$ cat src/rtl/wbo_pkg.sv
package wbo_pkg;
  typedef enum logic [1:0] {
    REM_PLAIN   = 2'd0,
    REM_UNKNOWN = 2'd1,
    REM_NEG     = 2'd2
  } rem_kind_e;
endpackage

$ cat src/rtl/wbo_dest_norm.sv
module wbo_dest_norm
  import wbo_pkg::*;
#(
  parameter int LAT_W = 6
) (
  input  logic [LAT_W-1:0] rem,
  input  logic [LAT_W-1:0] lat,
  output logic [LAT_W-1:0] eff
);
  localparam logic [LAT_W-1:0] UNKNOWN_CODE = '1;

  rem_kind_e kind;

  always_comb begin
    if (rem == UNKNOWN_CODE)   kind = REM_UNKNOWN;
    else if (rem[LAT_W-1])     kind = REM_NEG;
    else                       kind = REM_PLAIN;
  end

  always_comb begin
    unique case (kind)
      REM_UNKNOWN: eff = lat;
      REM_NEG:     eff = '0;
      default:     eff = rem;
    endcase
  end
endmodule

$ cat src/rtl/wbo_reduce.sv
module wbo_reduce #(
  parameter int NUM_DST = 4,
  parameter int LAT_W   = 6
) (
  input  logic [NUM_DST-1:0]       vld,
  input  logic [NUM_DST*LAT_W-1:0] eff,
  output logic [LAT_W-1:0]         first_wb,
  output logic [LAT_W-1:0]         last_wb
);
  always_comb begin
    first_wb = '1;
    last_wb  = '0;
    for (int i = 0; i < NUM_DST; i++) begin
      if (vld[i]) begin
        if (eff[i*LAT_W +: LAT_W] < first_wb) first_wb = eff[i*LAT_W +: LAT_W];
        if (eff[i*LAT_W +: LAT_W] > last_wb)  last_wb  = eff[i*LAT_W +: LAT_W];
      end
    end
  end
endmodule

$ cat src/rtl/wbo_countdown.sv
module wbo_countdown #(
  parameter int LAT_W = 6
) (
  input  logic             clk,
  input  logic             rst_n,
  input  logic             load,
  input  logic [LAT_W-1:0] load_val,
  output logic [LAT_W-1:0] count
);
  always_ff @(posedge clk) begin
    if (!rst_n)          count <= '0;
    else if (load)       count <= load_val;
    else if (count != 0) count <= count - 1'b1;
  end
endmodule

$ cat src/rtl/wbo_stall_ctrl.sv
module wbo_stall_ctrl #(
  parameter int NUM_DST = 4,
  parameter int LAT_W   = 6
) (
  input  logic                     clk,
  input  logic                     rst_n,
  input  logic                     cand_valid,
  output logic                     cand_ready,
  input  logic                     cand_ooo,
  input  logic [NUM_DST-1:0]       dst_vld,
  input  logic [NUM_DST*LAT_W-1:0] dst_rem,
  input  logic [NUM_DST*LAT_W-1:0] dst_lat,
  output logic [LAT_W-1:0]         cand_stall
);
  localparam int FLAT_W = NUM_DST * LAT_W;

  logic [FLAT_W-1:0] eff_flat;
  logic [LAT_W-1:0]  first_wb;
  logic [LAT_W-1:0]  last_wb;
  logic [LAT_W-1:0]  count_q;
  logic              order_chk;
  logic              load_en;

  for (genvar g = 0; g < NUM_DST; g++) begin : g_dst
    wbo_dest_norm #(.LAT_W(LAT_W)) u_norm (
      .rem (dst_rem[g*LAT_W +: LAT_W]),
      .lat (dst_lat[g*LAT_W +: LAT_W]),
      .eff (eff_flat[g*LAT_W +: LAT_W])
    );
  end

  wbo_reduce #(.NUM_DST(NUM_DST), .LAT_W(LAT_W)) u_reduce (
    .vld      (dst_vld),
    .eff      (eff_flat),
    .first_wb (first_wb),
    .last_wb  (last_wb)
  );

  // Ordering applies only to non-exempt candidates while a write is pending.
  assign order_chk = (count_q != '0) && !cand_ooo;

  always_comb begin
    if (order_chk && (first_wb < count_q)) cand_stall = count_q - first_wb;
    else                                   cand_stall = '0;
  end

  assign cand_ready = (cand_stall == '0);
  assign load_en    = cand_valid && cand_ready && !cand_ooo;

  wbo_countdown #(.LAT_W(LAT_W)) u_cd (
    .clk      (clk),
    .rst_n    (rst_n),
    .load     (load_en),
    .load_val (last_wb),
    .count    (count_q)
  );
endmodule

$ cat config.mk
export PLATFORM = sky130hd
export DESIGN_NAME = wbo_stall_ctrl
export DESIGN_NICKNAME = d
export VERILOG_FILES = /design/src/rtl/wbo_pkg.sv /design/src/rtl/wbo_dest_norm.sv /design/src/rtl/wbo_reduce.sv /design/src/rtl/wbo_countdown.sv /design/src/rtl/wbo_stall_ctrl.sv
export SDC_FILE = /design/constraint.sdc
export NUM_CORES = 1
export LEC_CHECK = 0
export ABC_CLOCK_PERIOD_IN_PS = 24100
export BUFFER_PORTS_ARGS = -buffer_cell sky130_fd_sc_hd__buf_2
export CORE_MARGIN = 3
export CORE_UTILIZATION = 50
export CTS_BUF_LIST = sky130_fd_sc_hd__clkbuf_8
export CTS_CLUSTER_DIAMETER = 100
export DETAILED_ROUTE_END_ITERATION = 8
export PLACE_DENSITY = 0.77
export SLEW_MARGIN = 20
export SYNTH_ARGS = -nofsm -noshare
export SYNTH_HDL_FRONTEND = slang
export SYNTH_SLANG_ARGS = --single-unit
$ cat constraint.sdc
create_clock -name clk -period 24.1 [get_ports clk]
set_input_delay 2.41 -clock clk [delete_from_list [all_inputs] [get_ports clk]]
set_output_delay 2.41 -clock clk [all_outputs]
set_load 0.03 [all_outputs]
==> metrics.txt, run 1 <==
status completed; CP Max Fanout 14; Routed WL per cell 13.80 um; Detail Placement HPWL 5135 um; Num CTS Buffers 3; RSZ-0062 raised after global routing no; Reg clk slew, reported paths about 30 ps; type of origin of the critical path input pin; antenna-violating nets left 0; Max Cap Viol 0; Resized cells post-CTS 0; fraction of synthesized cell area in xor and xnor cells between 2 and 3%; Logic pwr share 80.9%; Worst Tran Pin Value 747.2 ps; CORE AREA 4202 um^2; max_slew headroom between 40% and 50%; Mapped Area about 2300 um^2; first-pass GRT wire length between 10000 and 15000 um; Chip Height 73.58 um; number of DRC markers in iteration 0 ~110; Req. time, crit path between 20000 and 25000 ps; Max Root-Sink Buffers 2; Top-Level Pins 63; Leakage 1.347 nW; post-synthesis mux area share 11.23%; Hold Vio Cnt, Final 0; Final setup viols 0; CP Capture Type primary output; ANT cells 0; kind of critical path input pin to primary output; critical path's slowest cell nor3b_1; CTS tree done; Synth Area per Inst just over 7 um^2; Post-Route Skew a little over 1 ps; Skew-Pair Late Insertion Delay 220 ps; root buffer cell clkbuf_8; total grt overflow 0; Final nets 474; async set-reset flop share out of synthesis 0%; Hold Path Class flip-flop to flip-flop; die area 5414 um^2; Synthesis Warnings 0; # DRC 0; Tcrit/Tclk final about half; critical path arrival slightly above 10000 ps; syn_nets 413; vias in the first global route 2324; Syn Inst Count 316; Clock Sinks 6; die width 73.58 um; Int Pwr roughly 0.090 mW; Area growth, synth to finish 16.82%; Clock Power Share 8.2%; Post-Synth Adder-Cell Area 22.79%; GP Congestion 0.9490; Rows 23; drt pass-1 iters 4; Reg power frac 10.9%; Synth Area in Compound Gates roughly 24%; Simple-Gate Fraction of Synth Area 26.74%; maximum operating frequency roughly 80 MHz; Top Registers u_cd.count: 6 flops; Crit path largest cell delay ~400 ps; largest net degree at the start of global routing 15; Fillers 395; max FFs per register 6; peak supply drop 88.38 uV; Finished Core Util a little under two thirds; Most flops, register u_cd.count; CTS H-Tree Depth 1; cell family with most CP delay simple AND/OR/NAND/NOR gates; wirelength, routed 5863 um; Pins Over Slew Limit 0; Worst Path Buf+Inv 2; Post-CTS Setup Inserts 0; number of flops mapped to enable cells by yosys 0; Starting Density 54.35%; number of synthesized register bits 6; initial antenna violation count 0; Hold-fix buffers, CTS 0; # port buffers 62; GRT Total Usage 22.83%; Sw Share 49.90%; main combinational cell family by area after synthesis simple AND/OR/NAND/NOR gates; Period minus WS final 12500 ps; final setup TNS 0 ps; DR vias 2424; Total Power around 0.18 mW; Psw 0.08956 mW; Seq/Total Area, Yosys 5.260%; Post-synth top flop dfxtp_1; layout cells sized above 1 22.40%; PwrDens ~67 nW/um^2; Via density ~5.7; Yosys cell types just over 50
-- final timing paths --
path	start	endpoint	slack, ps	cells after the start
hold reg to reg	u_cd.count[5]	u_cd.count[5]	690	2
hold / removal	u_cd.count[5]	u_cd.count[5]	690	2
setup reg to reg	u_cd.count[0]	u_cd.count[0]	21260	12
setup / recovery	dst_rem[5]	cand_ready	11600	38
-- metrics by stage --
step	hold WS (ps)	area [um^2]	setup slack (ps)	std cells
2_1_floorplan	626.7	2283	12470	316
3_3_place_gp	672.4	2626	11870	422
3_5_place_dp	676.1	2626	11740	422
4_1_cts	686.3	2668	11710	425
5_1_grt	723.4	2668	10820	425
6_report	686.4	2668	11600	425
-- tightest hold or removal path: cells and delay by family (launching register included) --
kind | cells | cell delay (ps)
AND/OR/NAND/NOR | 1 | 130
flip-flops | 1 | 370
AO/OA/AOI/OAI | 1 | 150
-- metal layers --
layer  wire length, um  part of all wire (%)  vias to the layer above  track usage (%)
met1              2557                    44                     1079            30.36
met4                25                  0.43                        0            2.616
met2              2807                    48                       83            40.75
li1                  -                     -                     1258                -
met5                 0                     0                        -                0
met3               472                   8.1                        4            2.189
-- power groups by stage --
stage                     sequential [mW]  combinational (mW)  clock [mW]
after floorplan                    0.0184               0.115           0
after global placement             0.0195               0.142           0
after detailed placement           0.0198               0.144           0
after CTS                          0.0197               0.145      0.0150
after global routing               0.0205               0.164      0.0156
final                              0.0197               0.145      0.0147
-- cell families after synthesis --
| logic type | Yosys count |
|---|---|
| flops | 6 |
| xor+xnor | 7 |
| compound gates | 85 |
| simple gates | 112 |
| mux | 24 |
| buf+inv | 41 |
| fa+ha+maj | 41 |
-- synthesized netlist by cell type (all sizes together) (2+ instances only) --
cell type	instances	area share (%)
xnor2	5	1.9
a21oi	26	5.7
and3b	2	0.77
o21a	8	2.6
clkbuf	5	0.82
nand4	4	1.1
and2	5	1.4
nor2b	10	2.7
o21ai	21	4.6
nor3	8	2.2
ha	40	22
a31o	2	0.77
a21o	5	1.6
a21boi	2	0.66
a22oi	3	0.99
nor2	21	3.5
and3	6	1.9
nand2b	7	1.9
nor3b	2	0.66
mux2i	11	4.8
inv	35	5.8
a211oi	5	1.6
a211o	2	0.77
xor2	2	0.77
nand3b	2	0.66
or2	2	0.55
and4	4	1.5
nand2	23	3.8
nand3	10	2.2
and2b	5	1.6
dfxtp	6	5.3
mux2	13	6.4
-- layout make-up --
type | instances | area (um^2) | share of cell area (%)
multi-input combinational | 269 | 2002 | 75.05
timing repair buffer | 62 | 310.3 | 11.63
inverter | 35 | 131.4 | 4.925
sequential | 6 | 120.1 | 4.503
tap | 50 | 62.56 | 2.345
clock buffer | 3 | 41.29 | 1.548
-- cells in the final DEF, fill, tap and decap left out, drive strengths merged, types with 2 or more instances in the layout --
cell type | Yosys | layout
a211o | 2 | 2
a211oi | 5 | 5
a21boi | 2 | 2
a21o | 5 | 5
a21oi | 26 | 26
a22oi | 3 | 3
a31o | 2 | 2
and2 | 5 | 5
and2b | 5 | 5
and3 | 6 | 6
and3b | 2 | 2
and4 | 4 | 4
buf | 1 | 62
clkbuf | 5 | 3
dfxtp | 6 | 6
ha | 40 | 40
inv | 35 | 35
mux2 | 13 | 13
mux2i | 11 | 11
nand2 | 23 | 23
nand2b | 7 | 7
nand3 | 10 | 10
nand3b | 2 | 2
nand4 | 4 | 4
nor2 | 21 | 21
nor2b | 10 | 10
nor3 | 8 | 8
nor3b | 2 | 2
o21a | 8 | 8
o21ai | 21 | 21
or2 | 2 | 2
xnor2 | 5 | 5
xor2 | 2 | 2
Note: power is estimated with default switching activity, not from simulation.
==> inputs of run 2 (changes only) <==
- ABC_CLOCK_PERIOD_IN_PS: 24100 -> 11600
- clock period: 24.1 -> 11.6 ns (I/O delays scaled with it)
==> metrics.txt, run 2 (synthesis results as in run 1) <==
Crit path largest cell delay 400 ps; Int Pwr roughly 0.19 mW; DR vias approximately 2400; CTS tree done; Routed WL per cell 13.62 um; GP Congestion 0.9497; Post-CTS Setup Inserts 0; number of DRC markers in iteration 0 166; most frequent cells in the layout buf_2 (62), ha_1 (40), inv_1 (35); max_slew headroom 50.30%; Leakage 1.347 nW; Max Root-Sink Buffers 2; CP Max Fanout 14; Hold Path Class flip-flop to flip-flop; layout cells sized above 1 22.40%; Top-Level Pins between 60 and 70; root buffer cell clkbuf_8; Rows 23; status completed; Sw Share 49.83%; Clock Sinks 6; drt pass-1 iters 4; # DRC 0; vias in the first global route 2296; RSZ-0062 raised after global routing no; Final setup viols 0; Worst Tran Pin Value between 700 and 800 ps; Psw roughly 0.19 mW; wirelength, routed 5789 um; ANT cells 0; Clock Power Share under 10%; type of origin of the critical path input pin; Num CTS Buffers 3; Hold-fix buffers, CTS 0; die width approximately 74 um; Logic pwr share 80.7%; first-pass GRT wire length slightly below 10000 um; Resized cells post-CTS 0; critical path's slowest cell nor3b_1; Skew-Pair Late Insertion Delay 220 ps; GRT Total Usage 22.19%; Starting Density a little over half; Via density approximately 5.7; kind of critical path input pin to primary output; Reg clk slew, reported paths 30 ps; maximum operating frequency 99.77 MHz; peak supply drop 165.9 uV; Final nets 474; initial antenna violation count 0; total grt overflow 0; Pins Over Slew Limit 0; antenna-violating nets left 0; largest net degree at the start of global routing 15; Fillers between 400 and 500; commonest non-fill, non-tap cell in the layout buf_2; critical path arrival 8860 ps; Max Cap Viol 0; Top Registers u_cd.count: 6 flops; final setup TNS 0 ps; CORE AREA about 4200 um^2; Post-Route Skew 0.3246 ps; Reg power frac 11.0%; Tcrit/Tclk final between 80 and 90%; # port buffers 62; Most flops, register u_cd.count; Chip Height 73.58 um; Area growth, synth to finish 16.82%; CP Capture Type primary output; Hold Vio Cnt, Final 0; max FFs per register 6; Min Hold Slack slightly below 700 ps; Req. time, crit path about 10000 ps; die area 5414 um^2; Period minus WS final 10020 ps; Detail Placement HPWL 5070 um; CTS H-Tree Depth 1; PwrDens 139.6 nW/um^2
run 2: worst max-delay path, delay by kind of cell:
kind	cells	cell delay, ps
buffers and inverters	2	310
muxes	2	680
AOI/OAI and AO/OA	12	2430
adders and majority gates	4	1210
and+or+nand+nor	18	3070
run 2: routing by layer:
metal | up-vias | global-route usage (%) | wire length (um)
li1 | 1256 | - | -
met4 | 0 | 3.622 | 18
met1 | 1081 | 29.46 | 2610
met5 | - | 0 | 0
met2 | 65 | 39.76 | 2751
met3 | 2 | 1.231 | 409
run 2: worst paths after layout:
| kind | depth (start not counted) | end | from | slack [ps] |
|---|---|---|---|---|
| worst max register to register | 12 | u_cd.count[0] | u_cd.count[0] | 8770 |
| worst max-delay path | 38 | cand_ready | dst_rem[5] | 1580 |
| worst min-delay path | 2 | u_cd.count[5] | u_cd.count[5] | 680 |
| worst min register to register | 2 | u_cd.count[5] | u_cd.count[5] | 680 |
run 2: area by class of cell:
type	instances	area, um^2	share of cell area [%]
clock buffer	3	41.29	1.548
sequential	6	120.1	4.503
inverter	35	131.4	4.925
multi-input combinational	269	2002	75.05
timing repair buffer	62	310.3	11.63
tap	50	62.56	2.345
run 2: power by group through the flow:
stage                     registers (mW)  clock network [mW]  logic, mW
final                             0.0409              0.0309      0.301
after global routing              0.0423              0.0331      0.339
after CTS                         0.0408              0.0322      0.301
after detailed placement          0.0409                   0      0.299
after global placement            0.0406                   0      0.295
after floorplan                   0.0382                   0      0.240
run 2: stage by stage:
stage	worst slack (ps)	instance area (um^2)	util, %	power, mW	cells
after floorplan	2466	2283	-	0.2778	316
after global placement	1873	2626	62.51	0.3354	422
after detailed placement	1738	2626	62.51	0.3397	422
after CTS	1699	2668	63.49	0.3736	425
after global routing	769.4	2668	63.49	0.4144	425
final	1577	2668	63.49	0.3723	425
